--- config.mk ---
export PLATFORM = sky130hd
export DESIGN_NAME = bpwm_top
export DESIGN_NICKNAME = d
export VERILOG_FILES = /design/src/rtl/bpwm_pkg.sv /design/src/rtl/bpwm_regs.sv /design/src/rtl/bpwm_counter.sv /design/src/rtl/bpwm_srcsel.sv /design/src/rtl/bpwm_out.sv /design/src/rtl/bpwm_top.sv
export SDC_FILE = /design/constraint.sdc
export NUM_CORES = 1
export LEC_CHECK = 0
export BUFFER_PORTS_ARGS = -buffer_cell sky130_fd_sc_hd__buf_2
export CORE_MARGIN = 3
export CORE_UTILIZATION = 30
export CTS_BUF_LIST = sky130_fd_sc_hd__clkbuf_8
export DETAILED_ROUTE_END_ITERATION = 10
export PLACE_DENSITY = 0.55
export SLEW_MARGIN = 20
export SYNTH_ARGS = -nofsm -noshare
export SYNTH_HDL_FRONTEND = slang
export SYNTH_SLANG_ARGS = --single-unit
--- constraint.sdc ---
create_clock -name clk -period 3.35 [get_ports clk]
set_input_delay 0.335 -clock clk [delete_from_list [all_inputs] [get_ports clk]]
set_output_delay 0.335 -clock clk [all_outputs]
set_load 0.005 [all_outputs]
--- src/rtl/bpwm_pkg.sv ---
package bpwm_pkg;
    localparam int unsigned ADDR_W = 2;

    localparam logic [ADDR_W-1:0] RA_CTRL   = 2'd0;
    localparam logic [ADDR_W-1:0] RA_PERIOD = 2'd1;
    localparam logic [ADDR_W-1:0] RA_CMPA   = 2'd2;
    localparam logic [ADDR_W-1:0] RA_CMPB   = 2'd3;

    localparam int unsigned CTL_STOP = 0;
    localparam int unsigned CTL_CLR  = 1;
    localparam int unsigned CTL_LINK = 2;

    typedef enum logic [1:0] {
        SRC_PLAIN = 2'd0,
        SRC_USE_A = 2'd1,
        SRC_USE_B = 2'd2
    } src_state_e;
endpackage

--- src/rtl/bpwm_regs.sv ---
module bpwm_regs import bpwm_pkg::*; #(
    parameter int unsigned W = 16
) (
    input  logic              clk,
    input  logic              rst_n,
    input  logic              wr_en,
    input  logic [ADDR_W-1:0] wr_addr,
    input  logic [W-1:0]      wr_data,
    output logic [W-1:0]      period,
    output logic [W-1:0]      cmp_a,
    output logic [W-1:0]      cmp_b,
    output logic              stop,
    output logic              link,
    output logic              clr_cmd,
    output logic              ctl_wr,
    output logic              wr_a,
    output logic              wr_b
);
    logic per_wr;

    always_comb begin
        ctl_wr  = wr_en && (wr_addr == RA_CTRL);
        per_wr  = wr_en && (wr_addr == RA_PERIOD);
        wr_a    = wr_en && (wr_addr == RA_CMPA);
        wr_b    = wr_en && (wr_addr == RA_CMPB);
        clr_cmd = ctl_wr && wr_data[CTL_CLR];
    end

    always_ff @(posedge clk or negedge rst_n) begin
        if (!rst_n) begin
            period <= '1;
            cmp_a  <= '0;
            cmp_b  <= '0;
            stop   <= 1'b0;
            link   <= 1'b0;
        end else begin
            if (ctl_wr) begin
                stop <= wr_data[CTL_STOP];
                link <= wr_data[CTL_LINK];
            end
            if (per_wr) period <= wr_data;
            if (wr_a)   cmp_a  <= wr_data;
            if (wr_b)   cmp_b  <= wr_data;
        end
    end
endmodule

--- src/rtl/bpwm_counter.sv ---
module bpwm_counter #(
    parameter int unsigned W = 16
) (
    input  logic         clk,
    input  logic         rst_n,
    input  logic         stop,
    input  logic         clr_cmd,
    input  logic [W-1:0] period,
    output logic [W-1:0] cnt,
    output logic         wrap,
    output logic         ovf
);
    always_comb begin
        wrap = !stop && !clr_cmd && (cnt >= period);
    end

    always_ff @(posedge clk or negedge rst_n) begin
        if (!rst_n) begin
            cnt <= '0;
            ovf <= 1'b0;
        end else begin
            ovf <= wrap;
            if (clr_cmd || wrap) begin
                cnt <= '0;
            end else if (!stop) begin
                cnt <= cnt + 1'b1;
            end
        end
    end
endmodule

--- src/rtl/bpwm_srcsel.sv ---
module bpwm_srcsel import bpwm_pkg::*; (
    input  logic       clk,
    input  logic       rst_n,
    input  logic       link,
    input  logic       wrap,
    input  logic       wr_a,
    input  logic       wr_b,
    output logic       use_b,
    output logic       pend_b,
    output src_state_e state
);
    src_state_e state_nx;

    always_comb begin
        state_nx = state;
        unique case (state)
            SRC_PLAIN: if (link) state_nx = SRC_USE_A;
            SRC_USE_A: begin
                if (!link)               state_nx = SRC_PLAIN;
                else if (wrap && pend_b) state_nx = SRC_USE_B;
            end
            SRC_USE_B: begin
                if (!link)                state_nx = SRC_PLAIN;
                else if (wrap && !pend_b) state_nx = SRC_USE_A;
            end
            default: state_nx = SRC_PLAIN;
        endcase
    end

    always_ff @(posedge clk or negedge rst_n) begin
        if (!rst_n) state <= SRC_PLAIN;
        else        state <= state_nx;
    end

    always_ff @(posedge clk or negedge rst_n) begin
        if (!rst_n)    pend_b <= 1'b0;
        else if (!link) pend_b <= 1'b0;
        else if (wr_a)  pend_b <= 1'b0;
        else if (wr_b)  pend_b <= 1'b1;
    end

    always_comb begin
        use_b = (state == SRC_USE_B);
    end
endmodule

--- src/rtl/bpwm_out.sv ---
module bpwm_out #(
    parameter int unsigned W = 16
) (
    input  logic [W-1:0] cnt,
    input  logic [W-1:0] cmp_a,
    input  logic [W-1:0] cmp_b,
    input  logic         use_b,
    output logic         pwm
);
    logic [W-1:0] act_val;

    always_comb begin
        act_val = use_b ? cmp_b : cmp_a;
        pwm     = (cnt < act_val);
    end
endmodule

--- src/rtl/bpwm_top.sv ---
module bpwm_top import bpwm_pkg::*; #(
    parameter int unsigned CNT_W = 16
) (
    input  logic              clk,
    input  logic              rst_n,
    input  logic              wr_en,
    input  logic [ADDR_W-1:0] wr_addr,
    input  logic [CNT_W-1:0]  wr_data,
    output logic              pwm_out,
    output logic              ovf_pulse,
    output logic              chb_pin_free
);
    logic [CNT_W-1:0] period, cmp_a, cmp_b, cnt;
    logic stop, link, clr_cmd, ctl_wr, wr_a, wr_b, wrap, use_b, pend_b;
    src_state_e src_state;

    bpwm_regs #(.W(CNT_W)) u_regs (
        .clk(clk), .rst_n(rst_n), .wr_en(wr_en), .wr_addr(wr_addr),
        .wr_data(wr_data), .period(period), .cmp_a(cmp_a), .cmp_b(cmp_b),
        .stop(stop), .link(link), .clr_cmd(clr_cmd), .ctl_wr(ctl_wr),
        .wr_a(wr_a), .wr_b(wr_b)
    );

    bpwm_counter #(.W(CNT_W)) u_cnt (
        .clk(clk), .rst_n(rst_n), .stop(stop), .clr_cmd(clr_cmd),
        .period(period), .cnt(cnt), .wrap(wrap), .ovf(ovf_pulse)
    );

    bpwm_srcsel u_sel (
        .clk(clk), .rst_n(rst_n), .link(link), .wrap(wrap),
        .wr_a(wr_a), .wr_b(wr_b), .use_b(use_b), .pend_b(pend_b),
        .state(src_state)
    );

    bpwm_out #(.W(CNT_W)) u_out (
        .cnt(cnt), .cmp_a(cmp_a), .cmp_b(cmp_b), .use_b(use_b), .pwm(pwm_out)
    );

    assign chb_pin_free = link;
endmodule

**Yosys cells after proc, flatten, opt, wreduce, memory -nomap -nowiden**

Cells that the tools add are included.

- Register bits: 70
- Input bits: 21
- Output and inout port bits: 3
- Logic and storage cells: 50

- Add/subtract/negate cells: 1
- Order comparisons: 2
- Equal/unequal tests: 10
- Mux-type cells: 12
- Reduce and logical (&&, ||, !) cells: 16

Operators with widths:

| kind | count |
|---|---|
| 16-bit two-way mux | 3 |
| 16-bit by 1-bit adder with 16-bit output (second input constant) | 1 |
| 16-bit >= comparator | 1 |
| 16-bit < comparator | 1 |
| 2-bit two-way mux | 5 |
| 1-bit logical AND | 9 |
| 2-bit equality test (second input constant) | 3 |
| 3-bit != test (second input constant) | 2 |
| 2-bit one-hot mux with 3 select lines | 1 |
| 2-bit by 1-bit equality test with 1-bit output (second input constant) | 2 |
| 2-bit logical NOT | 2 |
| 1-bit logical NOT | 3 |
| 1-bit two-way mux | 3 |
| 3-bit by 2-bit != test with 1-bit output (second input constant) | 1 |
| 3-bit AND reduction | 1 |
| 2-bit by 1-bit != test with 1-bit output (second input constant) | 1 |
| 2-bit != test (second input constant) | 1 |
| 1-bit logical OR | 1 |

**Longest topological paths before layout**

- Depth in word-level cells: 10
- Depth in mapped cells: 11
- Mapped depth without buffers: 9

**Hierarchy**

Synthesis repeated with hierarchy kept, for this count alone.

- Cells, all modules: 324
- Area total of the unflattened synthesis: 4061.4 sq um

Modules (own cells, without submodules):

| module | times used | cells an instance | area an instance (sq um) | seq. area each (sq um) |
|---|---|---|---|---|
| bpwm_regs | 1 | 110 | 2063.2 | 1271.2 |
| bpwm_counter | 1 | 145 | 1335.0 | 425.4 |
| bpwm_out | 1 | 56 | 504.2 | 0.0 |
| bpwm_srcsel | 1 | 13 | 158.9 | 75.1 |

**Least setup slack after synthesis**

OpenSTA, ideal clock, no wires.

- Path type: reg-to-output
- Start: register u_sel.state[0]
- End: output port pwm_out
- Arrival time: 2199 ps
- Required time: 3015 ps
- Setup slack: 816 ps
- Cell stages (with the launch flop): 12
- Buffers on the path: 2
- Cells stage by stage: dfrtp_1 > nor2b_1 > buf_2 > buf_2 > mux2i_1 > ha_1 > a21oi_1 > nor2b_1 > o21ai_1 > a21oi_1 > o31a_1 > nor3_1

- Word-level cells in the longest chain between the ends: 3

RTL lines:

| item | RTL line | source |
|---|---|---|
| start: declaration | bpwm_srcsel.sv:10 | `output src_state_e state` |
| start signal: assignment | bpwm_srcsel.sv:32 | `else state <= state_nx;` |
| 2-bit equality test | bpwm_srcsel.sv:43 | `use_b = (state == SRC_USE_B);` |
| 16-bit two-way mux | bpwm_out.sv:13 | `act_val = use_b ? cmp_b : cmp_a;` |
| 16-bit < comparator | bpwm_out.sv:14 | `pwm = (cnt < act_val);` |
| end: declaration | bpwm_top.sv:9 | `output logic pwm_out,` |

No other way between the ends.

**Final worst setup path**

- Start: register u_sel.state[1]
- End: output port pwm_out

Same word-level chain as after synthesis.

==> results.md <==
* Tmin final at 3060 ps
* Pre-Repair DR Iteration Count at 5
* Die Wd at 118 um
* CTS Buf Count at 9
* Die area at 0.0140 mm2
* Post-synth top area share at 35.8%
* Compound-Gate Fraction of Synth Area at 8.20%
* Top FF cell, synth: dfrtp_1
* RePlAce Congestion at 0.797
* Max-slew violation count at 0
* Adder-cell share of the synthesized area at 10.6%
* Static Leak at 1.93 nW
* Synth async-reset ratio at 100%
* Area growth from synthesis to layout at 14.2%
* Site row count at 40
* Mean Syn Cell Area at 12.0 um2
* Post-CTS Setup Bufs at 0
* Detailed router's first-iteration violation count at 86
* Core Area at 0.0122 mm2
* All-Layer GR Usage at 11.9%
* Antenna cells at 0
* DR vias at 2434
* Ys Warns at 0
* Final hold vios at 0
* H-tree levels at 3
* Clock skew at 11.4 ps
* Fin cells at 519
* DR vias/cell at 4.69
* Sequential share of the synthesized area at 47.0%
* Crit Path Class: reg -> out
* Mapped Area at 0.00377 mm2
* Clk_lat worst skew at 350 ps
* Status: complete, no violations
* Residual DRC at 0
* Placed Cells at 503
* CTS tree: done
* Initial antenna violation count at 0
* PD cells at 552 mW/mm2
* Largest net degree at the start of global routing at 40
* Post-synthesis xor/xnor area fraction at 3.25%
* First-pass GRT wire length at 13200 um
* CTS Root Cell: clkbuf_8
* Crit path required time at 3010 ps
* Max Clk Rate at 327 MHz
* CP arrival at 2720 ps
* Yosys cell types at 45
* Die Y at 118 um
* Yosys reg bits at 70
* Yosys top cell by area: dfrtp_1
* Hold WC Path Type: in -> async
* Number of synthesized flops with an enable pin at 0
* Max-slew headroom at 50.0%
* Fin area at 0.00431 mm2
* Worst-path maximum fanout at 17
* Worst-margin pin slew at 750 ps
* GRT Residual Overflow at 0
* Post-Synthesis Cells at 313
* VDD IR max at 0.192 mV
* Pre-CTS setup slack at 620 ps
* Clock sink total at 70
* Synth Area in Simple Gates at 9.22%
* Vias in the first global route at 2595
* Max Root-Sink Buffers at 2
* Setup violators final at 0
* Nets at 399
* Largest family of logic cells by synthesized area: multiplexers
* Num ports at 24
* Unrepaired setup endpoints after global routing: false
* Setup WS post-layout at 290 ps
* Most frequent cells in the layout: 54 x dfrtp_1, 32 x ha_1, 28 x mux2_2
* Area of placed instances at 0.00410 mm2
* Worst-path clk slew at 80 ps
* Initial core utilization at 31.0%
* Post-synthesis mux area share at 18.9%
* Main area contributors after synthesis: dfrtp_1 36%, dfstp_2 11%, ha_1 11%
* Share of cells above drive strength 1 at 27.1%
* PortBufs at 23
* Worst setup SP type: flip-flop
* Wire per inst at 14.8 um
* Mapped Nets at 366
* Most common cell after layout, fill and taps aside: dfrtp_1
* Detailed Place HPWL at 5510 um
* Crit. End Element: primary output
* Max-cap violations at 0
* Drt total wl at 7680 um
* Period utilisation layout at 91.3%
* Post-route ant nets at 0
* TNS Setup at 0 ps
==> routing by layer <==
metal  share of wire, %  vias up  wire length, um  global-route usage, %
li1                   -     1194                -                      -
met1                 49     1199             3740                   15.5
met4                1.4        0              110                   3.88
met5                  0        -                0                      0
met2                 47       29             3600                   19.2
met3                3.0       12              229                   3.27
==> cell usage after synthesis (8+ instances only) <==
library cell / instances
dfrtp_1: 54
mux2_2: 28
a21oi_1: 12
dfstp_2: 16
nand2_1: 13
xor2_1: 10
nand4_1: 8
mux2i_1: 16
nor2_1: 22
mux2_1: 21
ha_1: 32
inv_1: 20
nand3_1: 8
==> power breakdown <==
part / leakage, nW / internal, mW / switching, mW
logic: 0.979 / 0.275 / 0.261
registers: 0.839 / 1.02 / 0.127
clock network: 0.110 / 0.378 / 0.318
total: 1.93 / 1.67 / 0.705
==> worst paths after layout <==
| path | startpoint | slack, ps | depth (start not counted) | end |
|---|---|---|---|---|
| setup / recovery | u_sel.state[1] | 290 | 10 | pwm_out |
| hold / removal | rst_n | 40 | 1 | u_sel.pend_b |
| setup reg to reg | u_cnt.cnt[0] | 930 | 8 | u_sel.state[0] |
| hold reg to reg | u_regs.cmp_b[9] | 490 | 1 | u_regs.cmp_b[9] |
| max in group asynchronous | rst_n | 2310 | 2 | u_regs.period[7] |
| min in group clk | wr_data[9] | 220 | 2 | u_regs.cmp_b[9] |
==> area by class of cell <==
cell class                 instances  area, um2
clock buffer                      11        151
clock inverter                     5       48.8
fill                            1223       7850
inverter                          20       75.1
multi-input combinational        217       1890
sequential                        70       1770
tap                              168        210
timing repair buffer              28        156
==> critical path, stage by stage (launching register included) <==
cell	delay (ps)
dfrtp_1	400
nor2b_2	170
buf_6	240
mux2i_1	260
ha_1	260
o211ai_1	210
nor2_1	70
a211oi_1	260
a211oi_1	140
nor3_1	210
buf_2	160
==> through the flow <==
| stage | power, mW | utilization [%] | hold slack [ps] |
|---|---|---|---|
| after floorplan | 1.54 | - | 39.4 |
| after global placement | 1.69 | 33.7 | 438 |
| after detailed placement | 1.71 | 33.7 | 450 |
| after CTS | 2.42 | 35.4 | 63.2 |
| after global routing | 2.55 | 35.4 | 103 |
| final | 2.38 | 35.4 | 36.2 |
==> repair_timing <==
item	CTS	global route
endpoints found under the hold margin	0	0
gates resized for setup	0	1
setup endpoints to repair	0	1
hold buffers	0	0
==> sequential cells by signal, summed over array words and instances, names as in the netlist <==
name / flops
u_cnt.cnt: 16
u_cnt.ovf: 1
u_regs.cmp_a: 16
u_regs.cmp_b: 16
u_regs.link: 1
u_regs.period: 16
u_regs.stop: 1
u_sel.pend_b: 1
u_sel.state: 2
==> cells by family after synthesis <==
logic type	after synthesis
XOR/XNOR	14
flip-flops	70
AND/OR/NAND/NOR	68
buffers and inverters	26
adder cells (fa/ha/maj)	32
multiplexers	65
AO/OA/AOI/OAI	38
(Power assumes the default switching activity.)
